## src/rtl/sc_rx_pkg.sv

```systemverilog
package sc_rx_pkg;
    typedef enum logic [2:0] {
        ST_IDLE,
        ST_START,
        ST_DATA,
        ST_PARITY,
        ST_GAP,
        ST_SIGNAL
    } rx_state_e;
endpackage

```

## src/rtl/sc_etu_timer.sv

```systemverilog
// Period counter: restarts while held, pulses 'expire' on the last cycle of each period of 'len' cycles.
module sc_etu_timer #(
    parameter int TW = 9
) (
    input  logic          clk,
    input  logic          rst_n,
    input  logic          restart,
    input  logic [TW-1:0] len,
    output logic          expire
);
    logic [TW-1:0] cnt;

    assign expire = (cnt == len - 1'b1);

    always_ff @(posedge clk or negedge rst_n) begin
        if (!rst_n)       cnt <= '0;
        else if (restart) cnt <= '0;
        else if (expire)  cnt <= '0;
        else              cnt <= cnt + 1'b1;
    end
endmodule

```

## src/rtl/sc_rx_shift.sv

```systemverilog
// LSB-first deserializer with a running XOR of the bits shifted in.
module sc_rx_shift #(
    parameter int W = 8
) (
    input  logic         clk,
    input  logic         rst_n,
    input  logic         clear,
    input  logic         shift_en,
    input  logic         bit_in,
    output logic [W-1:0] word,
    output logic         odd
);
    always_ff @(posedge clk or negedge rst_n) begin
        if (!rst_n) begin
            word <= '0;
            odd  <= 1'b0;
        end else if (clear) begin
            word <= '0;
            odd  <= 1'b0;
        end else if (shift_en) begin
            word <= {bit_in, word[W-1:1]};
            odd  <= odd ^ bit_in;
        end
    end
endmodule

```

## src/rtl/sc_char_rx.sv

```systemverilog
module sc_char_rx
    import sc_rx_pkg::*;
#(
    parameter int ETU_CYCLES = 372,
    parameter int DATA_BITS  = 8,
    parameter int ERR_ETUS   = 1
) (
    input  logic                 clk,
    input  logic                 rst_n,
    input  logic                 line_in,
    output logic                 line_oe,
    input  logic                 rx_int_en,
    input  logic                 rdy_clr,
    input  logic                 perr_clr,
    output logic [DATA_BITS-1:0] rx_data,
    output logic                 rdy_flag,
    output logic                 perr_flag,
    output logic                 irq_rx,
    output logic                 irq_err
);
    localparam int HALF    = ETU_CYCLES / 2;
    localparam int SIG_LEN = ETU_CYCLES * ERR_ETUS;
    localparam int TW      = $clog2(SIG_LEN + 1);
    localparam int BW      = $clog2(DATA_BITS);

    rx_state_e             state, state_nx;
    logic                  line_prev;
    logic [BW-1:0]         bit_idx;
    logic                  bad_q;
    logic [TW-1:0]         tlen;
    logic                  expire;
    logic [DATA_BITS-1:0]  word;
    logic                  odd;
    logic                  par_sample, par_ok, shift_en;

    // Period selection per state
    always_comb begin
        unique case (state)
            ST_START:  tlen = TW'(HALF);
            ST_SIGNAL: tlen = TW'(SIG_LEN);
            default:   tlen = TW'(ETU_CYCLES);
        endcase
    end

    sc_etu_timer #(.TW(TW)) u_timer (
        .clk     (clk),
        .rst_n   (rst_n),
        .restart (state == ST_IDLE),
        .len     (tlen),
        .expire  (expire)
    );

    assign shift_en = (state == ST_DATA) && expire;

    sc_rx_shift #(.W(DATA_BITS)) u_shift (
        .clk      (clk),
        .rst_n    (rst_n),
        .clear    (state == ST_IDLE),
        .shift_en (shift_en),
        .bit_in   (line_in),
        .word     (word),
        .odd      (odd)
    );

    assign par_sample = (state == ST_PARITY) && expire;
    assign par_ok     = ~(odd ^ line_in);

    // State register
    always_ff @(posedge clk or negedge rst_n) begin
        if (!rst_n) state <= ST_IDLE;
        else        state <= state_nx;
    end

    // Transitions
    always_comb begin
        state_nx = state;
        unique case (state)
            ST_IDLE:   if (line_prev && !line_in) state_nx = ST_START;
            ST_START:  if (expire) state_nx = line_in ? ST_IDLE : ST_DATA;
            ST_DATA:   if (expire && bit_idx == BW'(DATA_BITS - 1)) state_nx = ST_PARITY;
            ST_PARITY: if (expire) state_nx = ST_GAP;
            ST_GAP:    if (expire) state_nx = ST_SIGNAL;
            ST_SIGNAL: if (expire) state_nx = ST_IDLE;
            default:   state_nx = ST_IDLE;
        endcase
    end

    // Datapath and flags
    always_ff @(posedge clk or negedge rst_n) begin
        if (!rst_n) begin
            line_prev <= 1'b1;
            bit_idx   <= '0;
            bad_q     <= 1'b0;
            rx_data   <= '0;
            rdy_flag  <= 1'b0;
            perr_flag <= 1'b0;
        end else begin
            line_prev <= line_in;
            if (state == ST_IDLE)  bit_idx <= '0;
            else if (shift_en)     bit_idx <= bit_idx + 1'b1;
            if (par_sample) begin
                bad_q <= ~par_ok;
                if (par_ok) rx_data <= word;
            end
            rdy_flag  <= (par_sample && par_ok)  || (rdy_flag  && !rdy_clr);
            perr_flag <= (par_sample && !par_ok) || (perr_flag && !perr_clr);
        end
    end

    assign line_oe = (state == ST_SIGNAL) && bad_q;
    assign irq_rx  = rdy_flag  && rx_int_en;
    assign irq_err = perr_flag && rx_int_en;
endmodule

```

## config.mk

```make
export PLATFORM = sky130hd
export DESIGN_NAME = sc_char_rx
export DESIGN_NICKNAME = d
export VERILOG_FILES = /design/src/rtl/sc_rx_pkg.sv /design/src/rtl/sc_etu_timer.sv /design/src/rtl/sc_rx_shift.sv /design/src/rtl/sc_char_rx.sv
export SDC_FILE = /design/constraint.sdc
export NUM_CORES = 1
export LEC_CHECK = 0
export ABC_AREA = 1
export BUFFER_PORTS_ARGS = -buffer_cell sky130_fd_sc_hd__buf_2
export CAP_MARGIN = 25
export CELL_PAD_IN_SITES_DETAIL_PLACEMENT = 0
export CELL_PAD_IN_SITES_GLOBAL_PLACEMENT = 2
export CORE_ASPECT_RATIO = 1.2
export CORE_MARGIN = 2
export CORE_UTILIZATION = 34
export DETAILED_ROUTE_END_ITERATION = 10
export PLACE_DENSITY_LB_ADDON = 0.2
export SYNTH_ARGS = -nofsm -noshare
export SYNTH_HDL_FRONTEND = slang
export SYNTH_HIERARCHICAL = 1
export SYNTH_SLANG_ARGS = --single-unit
```

## constraint.sdc

```tcl
create_clock -name clk -period 4.2 [get_ports clk]
set_input_delay 0.42 -clock clk [delete_from_list [all_inputs] [get_ports clk]]
set_output_delay 0.42 -clock clk [all_outputs]
set_load 0.01 [all_outputs]
```

* Yosys cells after proc, flatten, opt, wreduce, memory -nomap -nowiden
Index checks and enable logic that the tools add are counted.
Cells by class: reductions and logical operators 20, bitwise gates (word level) 2, mux-type cells 17, add/sub/neg operators 3, eq/ne operators 13
Operator list (number):
- 9-bit 2-to-1 mux | 3
- 3-bit 2-to-1 mux | 8
- 3-bit case mux with 6 select lines | 1
- 8-bit 2-to-1 mux | 2
- 1-bit logical AND | 11
- 2-bit inequality test, second input constant | 5
- 9-bit by 1-bit adder with 9-bit output, second input constant | 1
- 3-bit == test, second input constant | 3
- 9-bit == test | 1
- 9-bit by 1-bit subtractor with 9-bit output, second input constant | 1
- 3-bit by 2-bit == test with 1-bit output, second input constant | 2
- 6-bit AND reduction | 1
- 3-bit by 1-bit adder with 3-bit output, second input constant | 1
- 3-bit by 1-bit == test with 1-bit output, second input constant | 1
- 1-bit zero test | 3
- 3-bit zero test | 1
- 1-bit logical OR | 2
- 1-bit 2-to-1 mux | 2
- 2-bit 2-to-1 mux | 1
- 2-bit by 1-bit inequality test with 1-bit output, second input constant | 1
- 2-bit AND reduction | 1
- 2-bit nonzero test | 1
- 1-bit NOT | 1
- 1-bit XOR | 1
Word-level totals: output and inout port bits 13, logic and storage cells 65, flip-flop bits (word level) 36

* Depth between registers and ports, before layout
Gate-level depths: netlist (run 1).
depth after elaboration 7, depth in mapped cells 21, depth with buffers taken out 21

* Modules after synthesis
Netlist (run 1), hierarchy kept.
By module, submodules not included:
- sc_char_rx | area an instance 855.8 um^2, sequential area each 451.7 um^2, cells each 106, times used 1
- sc_etu_timer | area an instance 823.3 um^2, sequential area each 225.2 um^2, cells each 129, times used 1
- sc_rx_shift | area an instance 397.9 um^2, sequential area each 225.2 um^2, cells each 44, times used 1

* Worst setup path before layout (run 1)
No wires, ideal clock.
path kind register to register, start point register state[1], end point register u_shift.word[2], data required time 4078 ps, cell stages (with the launch flop) 19, period minus slack after synthesis 2994 ps, path slack 1206 ps, path buffers 2, setup time 122 ps, arrival 2871 ps, path through dfrtp_1 -> buf_2 -> nor2_1 -> nand2_1 -> inv_1 -> inv_1 -> ha_1 -> xor2_1 -> nand3_1 -> nor2_1 -> nand2_1 -> nor2_4 -> and2_1 -> inv_1 -> nor2_2 -> buf_6 -> inv_1 -> a21oi_2 -> a21oi_2
On the way: longest elaborated chain between the ends 6, elaborated cells on any way between the ends 9, those cells by class add/sub: 1; eq/ne: 3; mux: 2; reduce/logical: 3
Ends and longest elaborated chain:
- start: declaration | line sc_char_rx.sv:26 | rx_state_e state, state_nx;
- start signal: assignment | line sc_char_rx.sv:71 | else state <= state_nx;
- 3-bit by 1-bit == test with 1-bit output | line sc_char_rx.sv:38 | unique case (state)
- 9-bit 2-to-1 mux | line sc_char_rx.sv:38
- via tlen[2] | line sc_char_rx.sv:30 | logic [TW-1:0] tlen;
- 9-bit by 1-bit subtractor with 9-bit output | line sc_etu_timer.sv:13 | assign expire = (cnt == len - 1'b1);
- 9-bit == test | line sc_etu_timer.sv:13
- via expire | line sc_char_rx.sv:31 | logic expire;
- 1-bit logical AND | line sc_char_rx.sv:53 | assign shift_en = (state == ST_DATA) && expire;
- via shift_en | line sc_char_rx.sv:34 | logic par_sample, par_ok, shift_en;
- 2-bit nonzero test (no line)
- end signal: assignment | line sc_rx_shift.sv:21 | word <= {bit_in, word[W-1:1]};
- end: declaration | line sc_rx_shift.sv:10 | output logic [W-1:0] word,
The timed path passes the listed nets, and every way through them passes these cells. A chain may end at the register's enable or synchronous reset.

* Worst setup path in the final report (run 1)
start point register state[0], end point register u_shift.word[2]
Same word-level chain as after synthesis.

==> results_dict.tcl, run 1 <==
set metrics [dict create \
    status "finished clean" \
    pre_cts_ws_ns 0.618 \
    busiest_layer "met2" \
    finalHoldViolCount 0 \
    core_area_um2 5970 \
    path_class "reg2reg" \
    cts_buffer_depth 2 \
    synth_most_common_cell "nand2_1" \
    rsz0062_at_grt "no" \
    routed-via-count 1745 \
    io_buffers 18 \
    startpoint_type "flip-flop" \
    syn_avg_cell_area_um2 7.44 \
    ys_ff_latch 36 \
    period_share_pct 85.8 \
    drt-initial-drc-count 47 \
    synth_area_leader_cell "dfrtp_1" \
    path_clk_slew_ns 0.07 \
    fp.dieW_um 75.4 \
    wirelength_um 4630 \
    grt.met3_usage_pct 2.46 \
    hp-class "in2async" \
    track_usage_pct 15.2 \
    clk_latency_ns 0.28 \
    power.leakage_nw 1.32 \
    worstPathMaxFanout 13 \
    r2r-start "state[0]$_DFFE_PN0P_" \
    synth_top_area_share_pct 42.2 \
    cts_hold_buffers 0 \
    yosysSeqAreaShare_pct 43.4 \
    worstRegToRegCells 17 \
    relSlewSlack_pct 45.8 \
    ys_top_cells_by_count "nand2_1, nand3_1, dfrtp_1, inv_1, nor2_1" \
    grt_pass1_vias 1691 \
    max_freq_mhz 278 \
    finClkSkew_ns 0.00291 \
    required_ns 4.37 \
    cts_tree "yes" \
    cts_max_level 2 \
    tns_ns 0 \
    hpwlAfterDp_um 3530 \
    power_density_nw_per_um2 258 \
    grt_pass1_wl_um 7710 \
    max_slew.worst_pin.slew_ns 0.814 \
    reg2reg_slack_ns 0.60 \
    gp_congestion 0.780 \
    drc 0 \
    cts_resized 0 \
    synthTopCellsByArea "dfrtp_1, nand2_1, nand3_1, inv_1, nor2_1" \
    synth-edff-count 0 \
    drive_gt1_share_pct 16.4 \
    netlist_area_um2 2080 \
    rows 31 \
    setup_slack_ns 0.598 \
    holdWs_ns 0.227 \
    ant_nets 0 \
    diodes 0 \
    cts.sinks 36 \
    drv_cap 0 \
    overflow 0 \
    setup_viol 0 \
    fin_crit_ns 3.60 \
    synthArstFlopShare_pct 100 \
    die_y_um 89.6 \
    yosysWarnings 6 \
    cts-root-buf "clkbuf_8" \
    ys.flop_type "dfrtp_1" \
    initial_core_util_pct 34.8 \
    antenna_found_initial 0 \
    avgViaCountPerCell 4.44 \
    final_nets 320 \
    ir_drop_mv 0.194 \
    slew_violations 0 \
    dieArea_um2 6750 \
    dr.pass1.iters 4 \
    avgRoutedWirePerCell_um 11.8 \
    cts_setup_buffers 0 \
    grt_max_degree 37 \
    synth_cell_type_count 33 \
    cp.arrival_ns 3.77 \
    grt_util_met1_pct 17.0 \
    ios 19 \
    met2_usage_pct 28.2 \
    cts_made_buffers 5 \
    r2r_end "u_shift/word[2]$_DFFE_PN0P_" \
    end_kind "flip-flop" \
    netlist_instances 279 \
    area_growth_pct 14.0 \
]
-- critical path, stage by stage (launching register included) --
cell and delay [ns]:
dfrtp_1 0.43, inv_1 0.09, nor2_1 0.15, nand2_1 0.28, inv_1 0.36, inv_1 0.08, ha_1 0.29, xor2_1 0.15
nand3_1 0.09, nor2_1 0.10, nand2_1 0.08, nor2_4 0.22, and2_1 0.22, inv_1 0.08, nor2_2 0.46, inv_1 0.19
a21oi_2 0.16, a21oi_2 0.04
-- worst max-delay path by stage --
stage	from	end	slack, ns	cells after the start
2_1_floorplan	state[1]$_DFFE_PN0P_	u_shift/word[2]$_DFFE_PN0P_	1.21	18
3_3_place_gp	state[0]$_DFFE_PN0P_	u_shift/word[2]$_DFFE_PN0P_	0.68	19
3_5_place_dp	state[0]$_DFFE_PN0P_	u_shift/word[2]$_DFFE_PN0P_	0.62	17
4_1_cts	state[0]$_DFFE_PN0P_	u_shift/word[2]$_DFFE_PN0P_	0.59	17
5_1_grt	state[0]$_DFFE_PN0P_	u_shift/word[2]$_DFFE_PN0P_	0.19	19
6_report	state[0]$_DFFE_PN0P_	u_shift/word[2]$_DFFE_PN0P_	0.60	17
-- registers in the layout (all words and copies together) (netlist names) --
name and flops:
rdy_flag 1, u_shift/word 8, perr_flag 1, bad_q 1, line_prev 1, bit_idx 3
u_shift/odd 1, u_timer/cnt 9, rx_data 8, state 3
-- kinds of logic (layout without fill, tap and decap cells) --
| logic type | count (synthesis) | in the layout | share of synthesized area (%) |
|---|---|---|---|
| other | 2 | 10 | 0.362 |
| adders and majority gates | 4 | 4 | 2.41 |
| AOI/OAI and AO/OA | 24 | 24 | 6.81 |
| buffers and inverters | 38 | 62 | 7.41 |
| and+or+nand+nor | 169 | 169 | 36.7 |
| xor gates and xnor gates | 6 | 6 | 2.89 |
| DFF | 36 | 36 | 43.4 |
-- metal layers --
layer	wire, µm	vias to the layer above
li1	-	934
met1	1940	788
met2	2510	17
met3	69	6
met4	107	0
met5	0	-
-- final cells by class --
type                    instances  area [µm²]
multi-input cells             213        1050
flip-flops and latches         36         902
repair buffers                 18        90.1
clock buffers                   7        76.3
fillers                       676        3600
clock inverters                 1        8.76
well taps                      82         103
inverters                      36         138
-- per-stage QoR --
step           utilization (%)  cell area [µm²]  std cells  power (mW)
2_1_floorplan                -             2110        287       0.367
3_3_place_gp              38.2             2280        385       0.379
3_5_place_dp              38.2             2280        385       0.379
4_1_cts                   39.7             2370        393       0.625
5_1_grt                   39.7             2370        393       0.643
6_report                  39.7             2370        393       0.612
-- cells in the final DEF (no fill, tap or decap), types with 3 or more instances in the layout --
cell type	netlist	routed
conb_1	2	10
nand2_1	97	97
nor2_4	3	3
nand3_1	38	38
xor2_1	4	4
buf_2	1	18
ha_1	4	4
dfrtp_1	35	35
a21oi_1	10	10
inv_1	30	30
clkbuf_8	0	5
o21ai_0	7	7
nor2_2	6	6
inv_2	5	5
nor2_1	14	14
-- power by group --
group	switching [mW]	leakage, nW	internal (mW)
Sequential	0.000101	0.474	0.347
Combinational	0.0182	0.807	0.00657
Clock	0.121	0.0424	0.118
Power figures use the tool's default switching activity.
==> run 2: changes to the inputs <==
--- a/config.mk
+++ b/config.mk
@@ -5,14 +5,14 @@
 export SDC_FILE = /design/constraint.sdc
 export NUM_CORES = 1
 export LEC_CHECK = 0
-export ABC_AREA = 1
+export ABC_AREA = 0
 export BUFFER_PORTS_ARGS = -buffer_cell sky130_fd_sc_hd__buf_2
 export CAP_MARGIN = 25
 export CELL_PAD_IN_SITES_DETAIL_PLACEMENT = 0
 export CELL_PAD_IN_SITES_GLOBAL_PLACEMENT = 2
 export CORE_ASPECT_RATIO = 1.2
 export CORE_MARGIN = 2
-export CORE_UTILIZATION = 34
+export CORE_UTILIZATION = 39
 export DETAILED_ROUTE_END_ITERATION = 10
 export PLACE_DENSITY_LB_ADDON = 0.2
 export SYNTH_ARGS = -nofsm -noshare
==> results_dict.tcl, run 2 <==
set metrics [dict create \
    initial_core_util_pct 40.2 \
    path_cells "nor3b_1 > buf_4 > inv_1 > nor3b_2 > a22oi_1 > nor4_4 > and2_1 > nand4b_4 > nor2b_4 > mux2_4" \
    holdWs_ns 0.206 \
    fin_crit_ns 3.73 \
    max_slew.worst_pin.slew_ns 0.784 \
    grt_pass1_vias 1348 \
    yosysSeqAreaShare_pct 45.4 \
    cts_max_level 2 \
    reg_top3 "u_timer/cnt: 9 flops, rx_data: 8 flops, u_shift/word: 8 flops" \
    cp_slowest_stage_delay_ns 0.61 \
    slew_violations 0 \
    power_switching_mw 0.415 \
    gp_congestion 0.751 \
    rsz0062_at_grt "no" \
    ios 19 \
    fp.dieW_um 69.2 \
    avgRoutedWirePerCell_um 13.8 \
    yosysWarnings 6 \
    cts.sinks 36 \
    nFillCells 482 \
    syn_avg_cell_area_um2 11.3 \
    netlist_area_um2 1990 \
    ir_drop_mv 0.273 \
    end_kind "flip-flop" \
    power.leakage_nw 1.05 \
    period_share_pct 88.9 \
    regMostFlops "u_timer/cnt" \
    ys_top_cells_by_count "dfrtp_1, nor2_1, xor2_1, xnor2_1, mux2i_1" \
    final_common_cell "dfrtp_1" \
    drive_gt1_share_pct 21.5 \
    dieArea_um2 5690 \
    switching_share_pct 38.2 \
    cp_num_buf_inv 2 \
    dr.pass1.iters 4 \
    die_y_um 82.2 \
    startpoint_type "flip-flop" \
    cts_made_buffers 5 \
    r2r-start "state[1]$_DFFE_PN0P_" \
    routed-via-count 1311 \
    worstPathMaxFanout 11 \
    power.share.clock_pct 23.6 \
    relSlewSlack_pct 47.7 \
    wirelength_um 3670 \
    synth_area_leader_cell "dfrtp_1" \
    drv_cap 0 \
    grt_pass1_wl_um 6340 \
    path_class "reg2reg" \
    cts_hold_buffers 0 \
    multi_input_area_um2 1030 \
    hp-class "in2async" \
    cts_buffer_depth 2 \
    synthTopCellsByArea "dfrtp_1, mux2_4, xor2_1, mux2i_1, xnor2_1" \
    tns_ns 0 \
    rows 28 \
    synth_top_area_share_pct 44.1 \
    r2r_end "rx_data[1]$_DFFE_PN0P_" \
    hpwlAfterDp_um 2640 \
    synth_most_common_cell "dfrtp_1" \
    clk_latency_ns 0.29 \
    finalHoldViolCount 0 \
    crit_family "simple AND/OR/NAND/NOR gates" \
    diodes 0 \
    reg2reg_slack_ns 0.47 \
    setup_viol 0 \
    ys.flop_type "dfrtp_1" \
    seq_area_um2 902 \
    cp.arrival_ns 3.90 \
    drc 0 \
    overflow 0 \
    cts_tree "yes" \
    power.internal_mw 0.672 \
    cp-startpoint "state[1]$_DFFE_PN0P_" \
    cts_resized 0 \
    track_usage_pct 13.8 \
    cts_setup_buffers 0 \
    synthArstFlopShare_pct 100 \
    max_freq_mhz 268 \
    antenna_found_initial 0 \
    finClkSkew_ns 0.0116 \
    netlist_instances 176 \
    io_buffers 18 \
    cts-root-buf "clkbuf_8" \
    seqPwrFrac_pct 40.2 \
    synth_cell_type_count 41 \
    synth-edff-count 0 \
    cp_slowest_cell "nor4_4" \
    required_ns 4.37 \
    power_density_nw_per_um2 487 \
    core_area_um2 4940 \
    path_clk_slew_ns 0.08 \
    drt-initial-drc-count 63 \
    final_cell_mix "dfrtp_1, buf_2, nor2_1" \
    comb_power_share_pct 36.2 \
    final_nets 214 \
    avgViaCountPerCell 4.95 \
    grt_max_degree 37 \
    largest_reg_flops 9 \
    worstRegToRegCells 10 \
    ys_ff_latch 36 \
    ant_nets 0 \
    area_growth_pct 12.3 \
    status "finished clean" \
]
## run 2: power groups by stage
stage | combinational [mW] | sequential [mW] | clock [mW]
floorplan | 0.319 | 0.424 | 0
global placement | 0.390 | 0.444 | 0
detailed placement | 0.398 | 0.444 | 0
CTS | 0.400 | 0.438 | 0.264
global route | 0.443 | 0.446 | 0.284
finish | 0.393 | 0.437 | 0.257
## run 2: metal layers
metal	wire length (µm)	track usage (%)
met5	0	0
met4	23	4.12
met3	99	3.16
met2	1960	26.2
met1	1590	15.7
## run 2: kinds of logic (layout without fill, tap and decap cells)
logic type	after synthesis	count (layout)	share of synthesized area, %
xor gates and xnor gates	22	22	9.69
and+or+nand+nor	54	54	17.9
muxes	17	17	10.6
DFF	36	36	45.4
buffers and inverters	15	35	4.53
other	2	11	0.378
AOI/OAI and AO/OA	26	26	9.00
adders and majority gates	4	4	2.52
## run 2: worst register-to-register path, delay by kind of cell, from the launching register on
kind                   cells  cell delay (ns)
AND/OR/NAND/NOR            6             2.20
buffers and inverters      2             0.41
multiplexers               1             0.34
AO/OA/AOI/OAI              1             0.18
flip-flops                 1             0.50
## run 2: worst max-delay path by stage
stage | to | depth (start not counted)
5_1_grt | rx_data[3]$_DFFE_PN0P_ | 10
3_3_place_gp | rx_data[3]$_DFFE_PN0P_ | 10
4_1_cts | rx_data[1]$_DFFE_PN0P_ | 10
3_5_place_dp | rx_data[0]$_DFFE_PN0P_ | 10
2_1_floorplan | u_shift/word[7]$_DFFE_PN0P_ | 12
6_report | rx_data[1]$_DFFE_PN0P_ | 10
## run 2: per-stage QoR
| step | total power, mW | cell area (µm²) | instances | worst slack (ns) | utilization (%) |
|---|---|---|---|---|---|
| floorplan | 0.743 | 2020 | 185 | 0.0157 | - |
| global placement | 0.834 | 2140 | 257 | 0.551 | 43.3 |
| detailed placement | 0.843 | 2140 | 257 | 0.469 | 43.3 |
| CTS | 1.10 | 2230 | 265 | 0.455 | 45.2 |
| global route | 1.17 | 2230 | 265 | 0.219 | 45.2 |
| finish | 1.09 | 2230 | 265 | 0.468 | 45.2 |
## run 2: cell type report
| cell class | count | area share (%) |
|---|---|---|
| inverter | 7 | 1.18 |
| clock inverter | 1 | 0.336 |
| multi-input combinational | 134 | 46.1 |
| sequential | 36 | 40.4 |
| tap | 60 | 3.36 |
| clock buffer | 7 | 3.87 |
| timing repair buffer | 20 | 4.71 |
==> run 3: changes to the inputs <==
--- a/config.mk
+++ b/config.mk
@@ -6,14 +6,14 @@
 export NUM_CORES = 1
 export LEC_CHECK = 0
 export ABC_AREA = 0
-export BUFFER_PORTS_ARGS = -buffer_cell sky130_fd_sc_hd__buf_2
 export CAP_MARGIN = 25
 export CELL_PAD_IN_SITES_DETAIL_PLACEMENT = 0
 export CELL_PAD_IN_SITES_GLOBAL_PLACEMENT = 2
 export CORE_ASPECT_RATIO = 1.2
 export CORE_MARGIN = 2
-export CORE_UTILIZATION = 39
+export CORE_UTILIZATION = 42
 export DETAILED_ROUTE_END_ITERATION = 10
+export DONT_BUFFER_PORTS = 1
 export PLACE_DENSITY_LB_ADDON = 0.2
 export SYNTH_ARGS = -nofsm -noshare
 export SYNTH_HDL_FRONTEND = slang
==> results_dict.tcl, run 3 (same netlist as run 2, synthesis figures left out) <==
set metrics [dict create \
    holdWs_ns 0.139 \
    rsz0062_at_grt "no" \
    ant_nets 0 \
    post-route-util_pct 48.0 \
    max_slew.worst_pin.slew_ns 0.597 \
    regMostFlops "u_timer/cnt" \
    path_clk_slew_ns 0.07 \
    tns_ns 0 \
    reg_top3 "u_timer/cnt: 9 flops, rx_data: 8 flops, u_shift/word: 8 flops" \
    cp_slowest_cell "nor4_4" \
    antenna_found_initial 0 \
    cts-root-buf "clkbuf_8" \
    path_class "reg2reg" \
    relSlewSlack_pct 60.2 \
    hp-class "in2reg" \
    max_freq_mhz 273 \
    path_cells "nor3b_2 > inv_1 > nor3b_2 > a22oi_1 > nor4_4 > and2_1 > and4bb_2 > mux2i_1 > nor2_1" \
    hpwlAfterDp_um 2450 \
    period_share_pct 87.1 \
    die_y_um 79.4 \
    worstPathMaxFanout 15 \
    ios 19 \
    clk_latency_ns 0.28 \
    cp_common_cell "nor3b_2" \
    startpoint_type "flip-flop" \
    fin_crit_ns 3.66 \
    cts_made_buffers 5 \
    cts_tree "yes" \
    cp.arrival_ns 3.80 \
    setup_viol 0 \
    area_growth_pct 10.1 \
    grt_pass1_vias 1267 \
    dieArea_um2 5300 \
    drive_gt1_share_pct 14.8 \
    drt-initial-drc-count 42 \
    cp_slowest_stage_delay_ns 0.59 \
    routed-via-count 1239 \
    cts_max_level 2 \
    slew_violations 0 \
    required_ns 4.34 \
    power_density_nw_per_um2 513 \
    cp_num_buf_inv 1 \
    status "finished clean" \
    final_common_cell "dfrtp_1" \
    grt_pass1_wl_um 5690 \
    cts_buffer_depth 2 \
    grt_max_degree 37 \
    rows 27 \
    initial_core_util_pct 43.6 \
    wirelength_um 3390 \
    dr.pass1.iters 2 \
    finalHoldViolCount 0 \
    drv_cap 0 \
    io_buffers 0 \
    ir_drop_mv 0.253 \
    finClkSkew_ns 0.00659 \
    power.leakage_nw 0.986 \
    avgViaCountPerCell 5.02 \
    cts.sinks 36 \
    largest_reg_flops 9 \
    diodes 0 \
    end_kind "flip-flop" \
    drc 0 \
    avgRoutedWirePerCell_um 13.7 \
    track_usage_pct 13.9 \
    gp_congestion 0.712 \
    final_cell_mix "dfrtp_1, nor2_1, xor2_1" \
    overflow 0 \
    fp.dieW_um 66.8 \
    final_nets 198 \
    crit_family "simple AND/OR/NAND/NOR gates" \
    core_area_um2 4560 \
]
[run 3: power by group]
group	internal, mW	switching (mW)	leakage, nW
registers	0.379	0.0589	0.483
logic	0.162	0.231	0.448
clock network	0.176	0.116	0.0552
total	0.718	0.406	0.986
[run 3: what timing repair did]
action                                  in CTS  in global routing
endpoints found under the setup margin       0                 16
hold buffers                                 2                  0
setup buffers                                0                  0
resized for setup                            0                  1
endpoints found under the hold margin       36                  0
[run 3: worst register-to-register path, cell delays in order, from the launching register on]
cell and delay (ns):
dfrtp_1 0.50, nor3b_2 0.37, inv_1 0.25, nor3b_2 0.42, a22oi_1 0.17, nor4_4 0.59
and2_1 0.35, and4bb_2 0.56, mux2i_1 0.26, nor2_1 0.06
[run 3: metal layers]
| layer | vias up | share of wire, % | GRT usage [%] |
|---|---|---|---|
| met2 | 12 | 52 | 24.5 |
| met3 | 2 | 2.2 | 2.68 |
| li1 | 627 | - | - |
| met1 | 598 | 46 | 17.0 |
| met4 | 0 | 0.32 | 4.29 |
| met5 | - | 0 | 0 |
[run 3: worst paths after layout]
check / start / endpoint / slack [ns] / cells past startpoint
worst max register to register: state[1]$_DFFE_PN0P_ / u_shift/word[5]$_DFFE_PN0P_ / 0.54 / 9
min in group asynchronous: rst_n / u_shift/word[0]$_DFFE_PN0P_ / 0.58 / 2
worst max-delay path: state[1]$_DFFE_PN0P_ / u_shift/word[5]$_DFFE_PN0P_ / 0.54 / 9
worst min register to register: bad_q$_DFFE_PN0P_ / bad_q$_DFFE_PN0P_ / 0.52 / 2
max in group asynchronous: rst_n / line_prev$_DFF_PN1_ / 3.37 / 2
worst min-delay path: line_in / line_prev$_DFF_PN1_ / 0.14 / 0
[run 3: final cells by class]
| type | instances | area [µm²] |
|---|---|---|
| clock buffer | 6 | 72.6 |
| clock inverter | 2 | 35.0 |
| fill | 423 | 2370 |
| inverter | 7 | 26.3 |
| multi-input combinational | 134 | 1030 |
| sequential | 36 | 902 |
| tap | 58 | 72.6 |
| timing repair buffer | 4 | 45.0 |
[run 3: metrics by stage]
stage	instances	area (µm²)	total power, mW	worst slack [ns]
detailed placement	237	2050	0.832	0.281
finish	247	2190	1.12	0.543
CTS	247	2180	1.14	0.268
global placement	237	2050	0.821	0.485
global route	247	2190	1.20	0.178
floorplan	185	2020	0.743	0.0157
